==> src/rtl/scan_flush_pkg.sv <==
package scan_flush_pkg;

  typedef enum logic [1:0] {
    FL_IDLE = 2'd0,
    FL_RUN  = 2'd1,
    FL_DONE = 2'd2
  } fl_state_e;

  // Stream bit for a phase position: phases 2 and 3 drive a one.
  function automatic logic pat_bit(input logic [1:0] ph);
    return ph[1];
  endfunction

endpackage

==> src/rtl/scan_flush_seq.sv <==
module scan_flush_seq
  import scan_flush_pkg::*;
#(
  parameter int CHAIN_LEN = 8
) (
  input  logic clk,
  input  logic rst_n,
  input  logic start_i,
  output logic run_o,
  output logic done_o,
  output logic last_o,
  output logic cmp_en_o,
  output logic exp_bit_o
);

  localparam int RUN_LEN = CHAIN_LEN + 4;
  localparam int CW      = $clog2(RUN_LEN) + 1;
  localparam logic [CW-1:0] LAST_K  = CW'(RUN_LEN - 1);
  localparam logic [CW-1:0] WIN_K   = CW'(CHAIN_LEN);
  localparam logic [1:0]    LEN_LO  = 2'(CHAIN_LEN % 4);

  fl_state_e      state_q, state_d;
  logic [CW-1:0]  cnt_q, cnt_d;
  logic           cnt_en;

  always_comb begin
    state_d = state_q;
    cnt_d   = cnt_q;
    cnt_en  = 1'b0;
    if (start_i) begin
      state_d = FL_RUN;
      cnt_d   = '0;
      cnt_en  = 1'b1;
    end else begin
      case (state_q)
        FL_RUN: begin
          cnt_en = 1'b1;
          if (cnt_q == LAST_K) begin
            state_d = FL_DONE;
            cnt_d   = '0;
          end else begin
            cnt_d = cnt_q + 1'b1;
          end
        end
        FL_DONE: state_d = FL_IDLE;
        default: state_d = FL_IDLE;
      endcase
    end
  end

  always_ff @(posedge clk or negedge rst_n) begin
    if (!rst_n) begin
      state_q <= FL_IDLE;
    end else begin
      state_q <= state_d;
    end
  end

  always_ff @(posedge clk or negedge rst_n) begin
    if (!rst_n) begin
      cnt_q <= '0;
    end else if (cnt_en) begin
      cnt_q <= cnt_d;
    end
  end

  assign run_o     = (state_q == FL_RUN);
  assign done_o    = (state_q == FL_DONE);
  assign last_o    = run_o && (cnt_q == LAST_K);
  assign cmp_en_o  = run_o && (cnt_q >= WIN_K);
  // Bit driven CHAIN_LEN cycles ago has phase (k - CHAIN_LEN) mod 4.
  assign exp_bit_o = pat_bit(cnt_q[1:0] - LEN_LO);

endmodule

==> src/rtl/scan_flush_pat.sv <==
module scan_flush_pat
  import scan_flush_pkg::*;
(
  input  logic clk,
  input  logic rst_n,
  input  logic start_i,
  input  logic run_i,
  output logic scan_in_o
);

  logic [1:0] phase_q, phase_d;
  logic       phase_en;

  always_comb begin
    phase_en = start_i || run_i;
    phase_d  = start_i ? 2'd0 : phase_q + 2'd1;
  end

  always_ff @(posedge clk or negedge rst_n) begin
    if (!rst_n) begin
      phase_q <= 2'd0;
    end else if (phase_en) begin
      phase_q <= phase_d;
    end
  end

  assign scan_in_o = run_i && pat_bit(phase_q);

endmodule

==> src/rtl/scan_flush_tally.sv <==
module scan_flush_tally #(
  parameter int MISS_W = 4
) (
  input  logic              clk,
  input  logic              rst_n,
  input  logic              start_i,
  input  logic              cmp_en_i,
  input  logic              exp_bit_i,
  input  logic              scan_out_i,
  input  logic              last_i,
  output logic              pass_o,
  output logic [MISS_W-1:0] miss_cnt_o
);

  localparam logic [MISS_W-1:0] MISS_MAX = '1;

  logic [MISS_W-1:0] miss_q, miss_d;
  logic              fail_q, fail_d;
  logic              fin_q, fin_d;
  logic              miss_hit;

  always_comb begin
    miss_hit = cmp_en_i && (scan_out_i != exp_bit_i);
    miss_d   = miss_q;
    fail_d   = fail_q;
    fin_d    = fin_q;
    if (start_i) begin
      miss_d = '0;
      fail_d = 1'b0;
      fin_d  = 1'b0;
    end else begin
      if (miss_hit) begin
        fail_d = 1'b1;
        if (miss_q != MISS_MAX) begin
          miss_d = miss_q + 1'b1;
        end
      end
      if (last_i) begin
        fin_d = 1'b1;
      end
    end
  end

  always_ff @(posedge clk or negedge rst_n) begin
    if (!rst_n) begin
      miss_q <= '0;
      fail_q <= 1'b0;
      fin_q  <= 1'b0;
    end else begin
      miss_q <= miss_d;
      fail_q <= fail_d;
      fin_q  <= fin_d;
    end
  end

  assign pass_o     = fin_q && !fail_q;
  assign miss_cnt_o = miss_q;

endmodule

==> src/rtl/scan_flush_ctrl.sv <==
module scan_flush_ctrl #(
  parameter int CHAIN_LEN = 8,
  parameter int MISS_W    = 4
) (
  input  logic              clk,
  input  logic              rst_n,
  input  logic              start_i,
  input  logic              scan_out_i,
  output logic              scan_en_o,
  output logic              scan_in_o,
  output logic              done_o,
  output logic              pass_o,
  output logic [MISS_W-1:0] miss_cnt_o
);

  logic [1:0] rst_sync_q;
  logic       rst_int_n;
  logic       run, last, cmp_en, exp_bit;

  always_ff @(posedge clk or negedge rst_n) begin
    if (!rst_n) begin
      rst_sync_q <= 2'b00;
    end else begin
      rst_sync_q <= {rst_sync_q[0], 1'b1};
    end
  end
  assign rst_int_n = rst_sync_q[1];

  scan_flush_seq #(.CHAIN_LEN(CHAIN_LEN)) i_seq (
    .clk       (clk),
    .rst_n     (rst_int_n),
    .start_i   (start_i),
    .run_o     (run),
    .done_o    (done_o),
    .last_o    (last),
    .cmp_en_o  (cmp_en),
    .exp_bit_o (exp_bit)
  );

  scan_flush_pat i_pat (
    .clk       (clk),
    .rst_n     (rst_int_n),
    .start_i   (start_i),
    .run_i     (run),
    .scan_in_o (scan_in_o)
  );

  scan_flush_tally #(.MISS_W(MISS_W)) i_tally (
    .clk        (clk),
    .rst_n      (rst_int_n),
    .start_i    (start_i),
    .cmp_en_i   (cmp_en),
    .exp_bit_i  (exp_bit),
    .scan_out_i (scan_out_i),
    .last_i     (last),
    .pass_o     (pass_o),
    .miss_cnt_o (miss_cnt_o)
  );

  assign scan_en_o = run;

endmodule

==> config.mk <==
export PLATFORM = sky130hd
export DESIGN_NAME = scan_flush_ctrl
export DESIGN_NICKNAME = d
export VERILOG_FILES = /design/src/rtl/scan_flush_pkg.sv /design/src/rtl/scan_flush_seq.sv /design/src/rtl/scan_flush_pat.sv /design/src/rtl/scan_flush_tally.sv /design/src/rtl/scan_flush_ctrl.sv
export SDC_FILE = /design/constraint.sdc
export NUM_CORES = 1
export LEC_CHECK = 0
export ABC_AREA = 1
export ABC_CLOCK_PERIOD_IN_PS = 800
export BUFFER_PORTS_ARGS = -buffer_cell sky130_fd_sc_hd__buf_2
export CORE_ASPECT_RATIO = 0.7
export CORE_MARGIN = 3
export CORE_UTILIZATION = 45
export CTS_BUF_LIST = sky130_fd_sc_hd__clkbuf_8
export DETAILED_ROUTE_END_ITERATION = 16
export PLACE_DENSITY = 0.65
export SLEW_MARGIN = 5
export SYNTH_ARGS = -nofsm -noshare
export SYNTH_HDL_FRONTEND = slang
export SYNTH_SLANG_ARGS = --single-unit
==> constraint.sdc <==
create_clock -name clk -period 0.8 [get_ports clk]
set_input_delay 0.04 -clock clk [delete_from_list [all_inputs] [get_ports clk]]
set_output_delay 0.04 -clock clk [all_outputs]
set_load 0.02 [all_outputs]
== Word-level counts from Yosys, hierarchy flattened ==
Index checks and enable logic that the tools add are counted.
Operators by class
  mux-type cells: 16
  $add $sub $neg: 3
  equality and inequality tests: 6
  $lt $le $gt $ge: 1
  reduce and logical (&&, ||, !) cells: 13
Operators by type and width (number)
  $mux W5: 3
  $mux W4: 3
  $mux W2: 4
  $reduce_bool A2 Y1: 4
  $mux W1: 6
  $add A5 B1 Y5 const B: 1
  $eq A5 B4 Y1 const B: 1
  $ge A5 B4 Y1 const B: 1
  $logic_and A1 B1 Y1: 5
  $add A4 B1 Y4 const B: 1
  $ne A4 B4 Y1 const B: 1
  $reduce_and A2 Y1: 2
  $ne A3 B3 Y1 const B: 1
  $add A2 B1 Y2 const B: 1
  $eq A2 B1 Y1 const B: 1
  $eq A2 B2 Y1 const B: 1
  $logic_not A1 Y1: 1
  $logic_or A1 B1 Y1: 1
  $ne A1 B1 Y1: 1
Storage, ports and cells
  input bits: 4
  register bits after elaboration: 17
  output and inout port bits: 8

== Longest topological paths before layout ==
  depth after elaboration: 5
  depth in mapped cells: 8
  gate-level depth less buffers: 8

== Modules after synthesis ==
Synthesis repeated with hierarchy kept, for this count alone.
Second synthesis, totals
  cell total of the unflattened synthesis: 115
  area total of the unflattened synthesis: 899.6 sq um
By module, submodules not included
  scan_flush_seq: sequential area each 175.2 sq um, instances 1, cells each 51, area an instance 396.6 sq um
  scan_flush_tally: sequential area each 150.1 sq um, instances 1, cells each 48, area an instance 355.3 sq um
  scan_flush_pat: sequential area each 50.0 sq um, instances 1, cells each 13, area an instance 93.8 sq um
  scan_flush_ctrl: sequential area each 50.0 sq um, instances 1, cells each 3, area an instance 53.8 sq um

== Worst setup path before layout ==
No wires, ideal clock.
  kind: register -> register
  from: reg i_tally.miss_q[0] (netlist: i_tally.miss_cnt_o[0])
  to: reg i_tally.miss_q[3] (netlist: i_tally.miss_cnt_o[3])
  slack: -0.367 ns
  data arrival time: 1.050 ns
  stages on the path, launching flop included: 8
  clock period less this slack: 1.167 ns
  library setup time: 0.118 ns
  data required time: 0.682 ns
  cells stage by stage: dfrtp_1 > ha_1 > nand2_1 > inv_1 > nand3_1 > nand2_1 > nand2_1 > nand2_1
On the way
  longest elaborated chain between the ends: 4
  elaborated cells on any way between the ends: 7
Ends and longest elaborated chain
  start: declaration: RTL line scan_flush_tally.sv:17  | logic [MISS_W-1:0] miss_q, miss_d;
  start signal: assignment: RTL line scan_flush_tally.sv:50  | miss_q <= miss_d;
  $add A4 B1 Y4: RTL line scan_flush_tally.sv:35  | miss_d = miss_q + 1'b1;
  $mux W4: RTL line scan_flush_tally.sv:34  | if (miss_q != MISS_MAX) begin
  $mux W4: RTL line scan_flush_tally.sv:32  | if (miss_hit) begin
  $mux W4: RTL line scan_flush_tally.sv:27  | if (start_i) begin
Several ways; a longest one is shown, not always the timed one. The select of a mux whose other input is x is not followed.
A chain may end at the register's enable or synchronous reset.

== Worst setup path in the final report ==
  from: reg i_seq.state_q[1]
  to: out scan_in_o
On the way
  longest elaborated chain between the ends: 2
Ends and longest elaborated chain
  start: declaration: RTL line scan_flush_seq.sv:22  | fl_state_e state_q, state_d;
  start signal: assignment: RTL line scan_flush_seq.sv:55  | state_q <= state_d;
  $eq A2 B1 Y1: RTL line scan_flush_seq.sv:67  | assign run_o = (state_q == FL_RUN);
  $logic_and A1 B1 Y1: RTL line scan_flush_pat.sv:27  | assign scan_in_o = run_i && pat_bit(phase_q);
  end: declaration: RTL line scan_flush_ctrl.sv:10  | output logic scan_in_o,
Every way passes these cells.

==> summary.md <==
- CTS buffer count: 3
- smallest setup slack after layout: -0.351 ns
- proportion of power drawn by flip-flops and latches: 46.5%
- sort of element at the start of the critical path: flip-flop
- post-synthesis compound-gate area fraction: 6.45%
- gr usage total: 19.2%
- distinct cell type count after synthesis: 18
- worst vdd ir: 1620 uV
- most common cell after layout, fill and taps aside: buf_4
- clock tree from TritonCTS: built
- number of global-route vias before repair: 746
- number of design-rule violations left by the first detailed-router iteration: 10
- arrival time of the worst setup path: 1.11 ns
- simple-gate portion of the synthesized area: 30.9%
- area of combinational cells with multiple inputs: 470 um^2
- #FFs+latches synth: 17
- Post-Synthesis Cells: 104
- worst clock skew on the final layout: 0.00401 ns
- final weighted congestion in routability-driven placement: 0.817
- fin. max-slew vios: 0
- Layout fillers: 111
- number of inserted diodes: 0
- Max Cap Violations: 0
- Die Y-Extent: 42.0 um
- Int Pwr: 1.46 mW
- Worst-path clk slew: 0.07 ns
- area of all placed cells without fillers: 1330 um^2
- number of buffer cells added on primary ports: 11
- area enclosed by the die boundary: 2420 um^2
- failing checks: setup timing
- fraction of layout instances using a drive strength above 1: 53.1%
- final core utilization: 80.0%
- Mean Syn Cell Area: 8.02 um^2
- DP Area: 1060 um^2
- most frequent cells in the layout: buf_4 (21), nand2_1 (17), dfrtp_1 (12)
- row count: 12
- combinational share of power: 22.3%
- Routed WL: 2.21 mm
- buffer type at the clock tree root: clkbuf_8
- Die X-Extent: 57.5 um
- GRT Residual Overflow: 0
- kind of end point of the critical path: output pin
- RSZ-0062 raised after global routing: yes
- fmax: 0.869 GHz
- number of antenna violations at the first check in global routing: 0
- relative contribution of the clock network to total power: 31.2%
- kind of critical path: flip-flop to output pin
- power per cell area: 1530 nW/um^2
- drt pass-1 iters: 6
- via/cell ratio: 4.92
- required time of the worst setup path: 0.76 ns
- Area Overhead vs Synth: 59.8%
- Setup-failing EPs final: 23
- latest clock arrival within the worst-skew pair: 0.26 ns
- largest family of logic cells by synthesized area: simple AND/OR/NAND/NOR gates
- Sw Ratio: 28.5%
- wire length per cell after detailed routing: 13.5 um
- run status: complete, but fails checks
- initial core utilization: 50.1%
- main flop type after synthesis: dfrtp_1
- placeable core region: 1670 um^2
- Yosys warning total: 0
- HP Class: input port to flip-flop
- Worst Hold Slack: 0.0272 ns
- share of cell area taken by muxes after synthesis: 0%
- number of flops mapped to enable cells by yosys: 0
- largest net degree at the start of global routing: 12
- Bufs on Longest Clock Path: 2
- count of endpoints failing hold in the final timing report: 0
- H-tree depth: 1
- FFs w/ async S/R, synth: 100%
- portion of the clock cycle consumed by the worst path in the final layout: 144%
- I/O pin cnt: 12
- min Tclk post-route: 1.15 ns
- ANT nets after route: 0
- Seq/Total Area, Yosys: 51.0%
- Leak Pwr: 0.668 nW
- first-pass GRT wire length: 3.43 mm
- half-perimeter wire length after placement: 1.48 mm
- Layout Nets: 150
- switching power: 0.583 mW
- number of sinks handled by clock tree synthesis: 17
- Sequential cell area: 432 um^2
- mapped cell area: 835 um^2
- number of remaining DRC errors: 0
- Max Fanout on Critical Path: 4
- synthesized net count: 110
- setup slack at placement: -0.310 ns
- post-synthesis adder-cell area fraction: 3.00%
- post-synthesis share of cell area spent on xor and xnor gates: 1.05%
- total via count in the routed design: 807
[worst max-delay path, cell delays in order (launching register included)]
cell,delay [ns]
dfrtp_1,0.37
inv_2,0.08
nand2_4,0.07
buf_6,0.14
nor2_4,0.08
buf_6,0.12
[state kept, by name, summed over array words and instances (netlist names)]
| signal | flops |
|---|---|
| i_seq.cnt_q | 5 |
| i_tally.fin_q | 1 |
| i_tally.fail_q | 1 |
| rst_sync_q | 2 |
| i_pat.phase_q | 2 |
| i_tally.miss_cnt_o | 4 |
| i_seq.state_q | 2 |
[area by class of cell]
class                   count  share of cell area (%)
well taps                  21                    1.97
repair buffers             35                    22.1
clock inverters             1                   0.281
multi-input cells          71                    35.3
inverters                  16                    4.88
flip-flops and latches     17                    32.4
clock buffers               3                    3.10
[Yosys cell counts, types with 2 or more instances]
master	instances	area [um^2]
a21oi_1	3	15.0
dfrtp_1	17	425
ha_1	2	25.0
inv_1	15	56.3
nand2_1	28	105
nand3_1	7	35.0
nand4_1	4	25.0
nor2_1	12	45.0
nor2_2	2	12.5
o21ai_0	6	30.0
[through the flow]
| stage | setup TNS (ns) | power (mW) | std cells |
|---|---|---|---|
| after floorplan | -2.30 | 1.13 | 104 |
| after global placement | -3.15 | 1.24 | 148 |
| after detailed placement | -3.85 | 1.26 | 148 |
| after CTS | -5.30 | 1.98 | 159 |
| after global routing | -6.69 | 2.13 | 164 |
| final | -5.52 | 2.04 | 164 |
[routing by layer]
metal / global-route usage [%] / vias to the layer above / share of wire (%)
li1: - / 403 / -
met1: 23.2 / 383 / 45
met2: 30.9 / 14 / 49
met3: 6.77 / 7 / 3.7
met4: 7.87 / 0 / 2.3
met5: 0 / - / 0
[cell families (layout without fill, tap and decap cells)]
| group | count (synthesis) | after routing |
|---|---|---|
| XOR/XNOR | 1 | 1 |
| buffers and inverters | 16 | 55 |
| adder cells (fa/ha/maj) | 2 | 2 |
| AND/OR/NAND/NOR | 57 | 57 |
| AO/OA/AOI/OAI | 10 | 10 |
| flip-flops | 17 | 17 |
| other | 1 | 1 |
[power groups by stage]
stage / Clock (mW) / Sequential (mW) / Combinational (mW)
2_1_floorplan: 0 / 0.964 / 0.165
3_3_place_gp: 0 / 0.956 / 0.280
3_5_place_dp: 0 / 0.959 / 0.299
4_1_cts: 0.646 / 0.942 / 0.389
5_1_grt: 0.686 / 0.954 / 0.495
6_report: 0.638 / 0.949 / 0.457
[timing repair]
| action | 4_1_cts | 5_1_grt |
|---|---|---|
| resized for setup | 27 | 18 |
| endpoints found under the setup margin | 23 | 23 |
| hold endpoints to repair | 2 | 0 |
| setup buffers | 7 | 5 |
| gates cloned | 0 | 0 |
| pin swaps | 9 | 3 |
| hold buffers | 1 | 0 |
[worst paths after layout]
path,start,slack (ns),depth (start not counted),to
worst max-delay path,i_seq.state_q[1],-0.35,5,scan_in_o
worst min-delay path,start_i,0.03,2,i_tally.fail_q
worst max register to register,i_seq.state_q[1],-0.33,8,i_seq.cnt_q[3]
worst min register to register,rst_sync_q[1],0.07,0,i_pat.phase_q[1]
max in group asynchronous,rst_sync_q[1],0.31,1,i_seq.cnt_q[1]
min in group asynchronous,rst_sync_q[1],0.07,0,i_pat.phase_q[1]
Note: power is estimated with default switching activity, not from simulation.
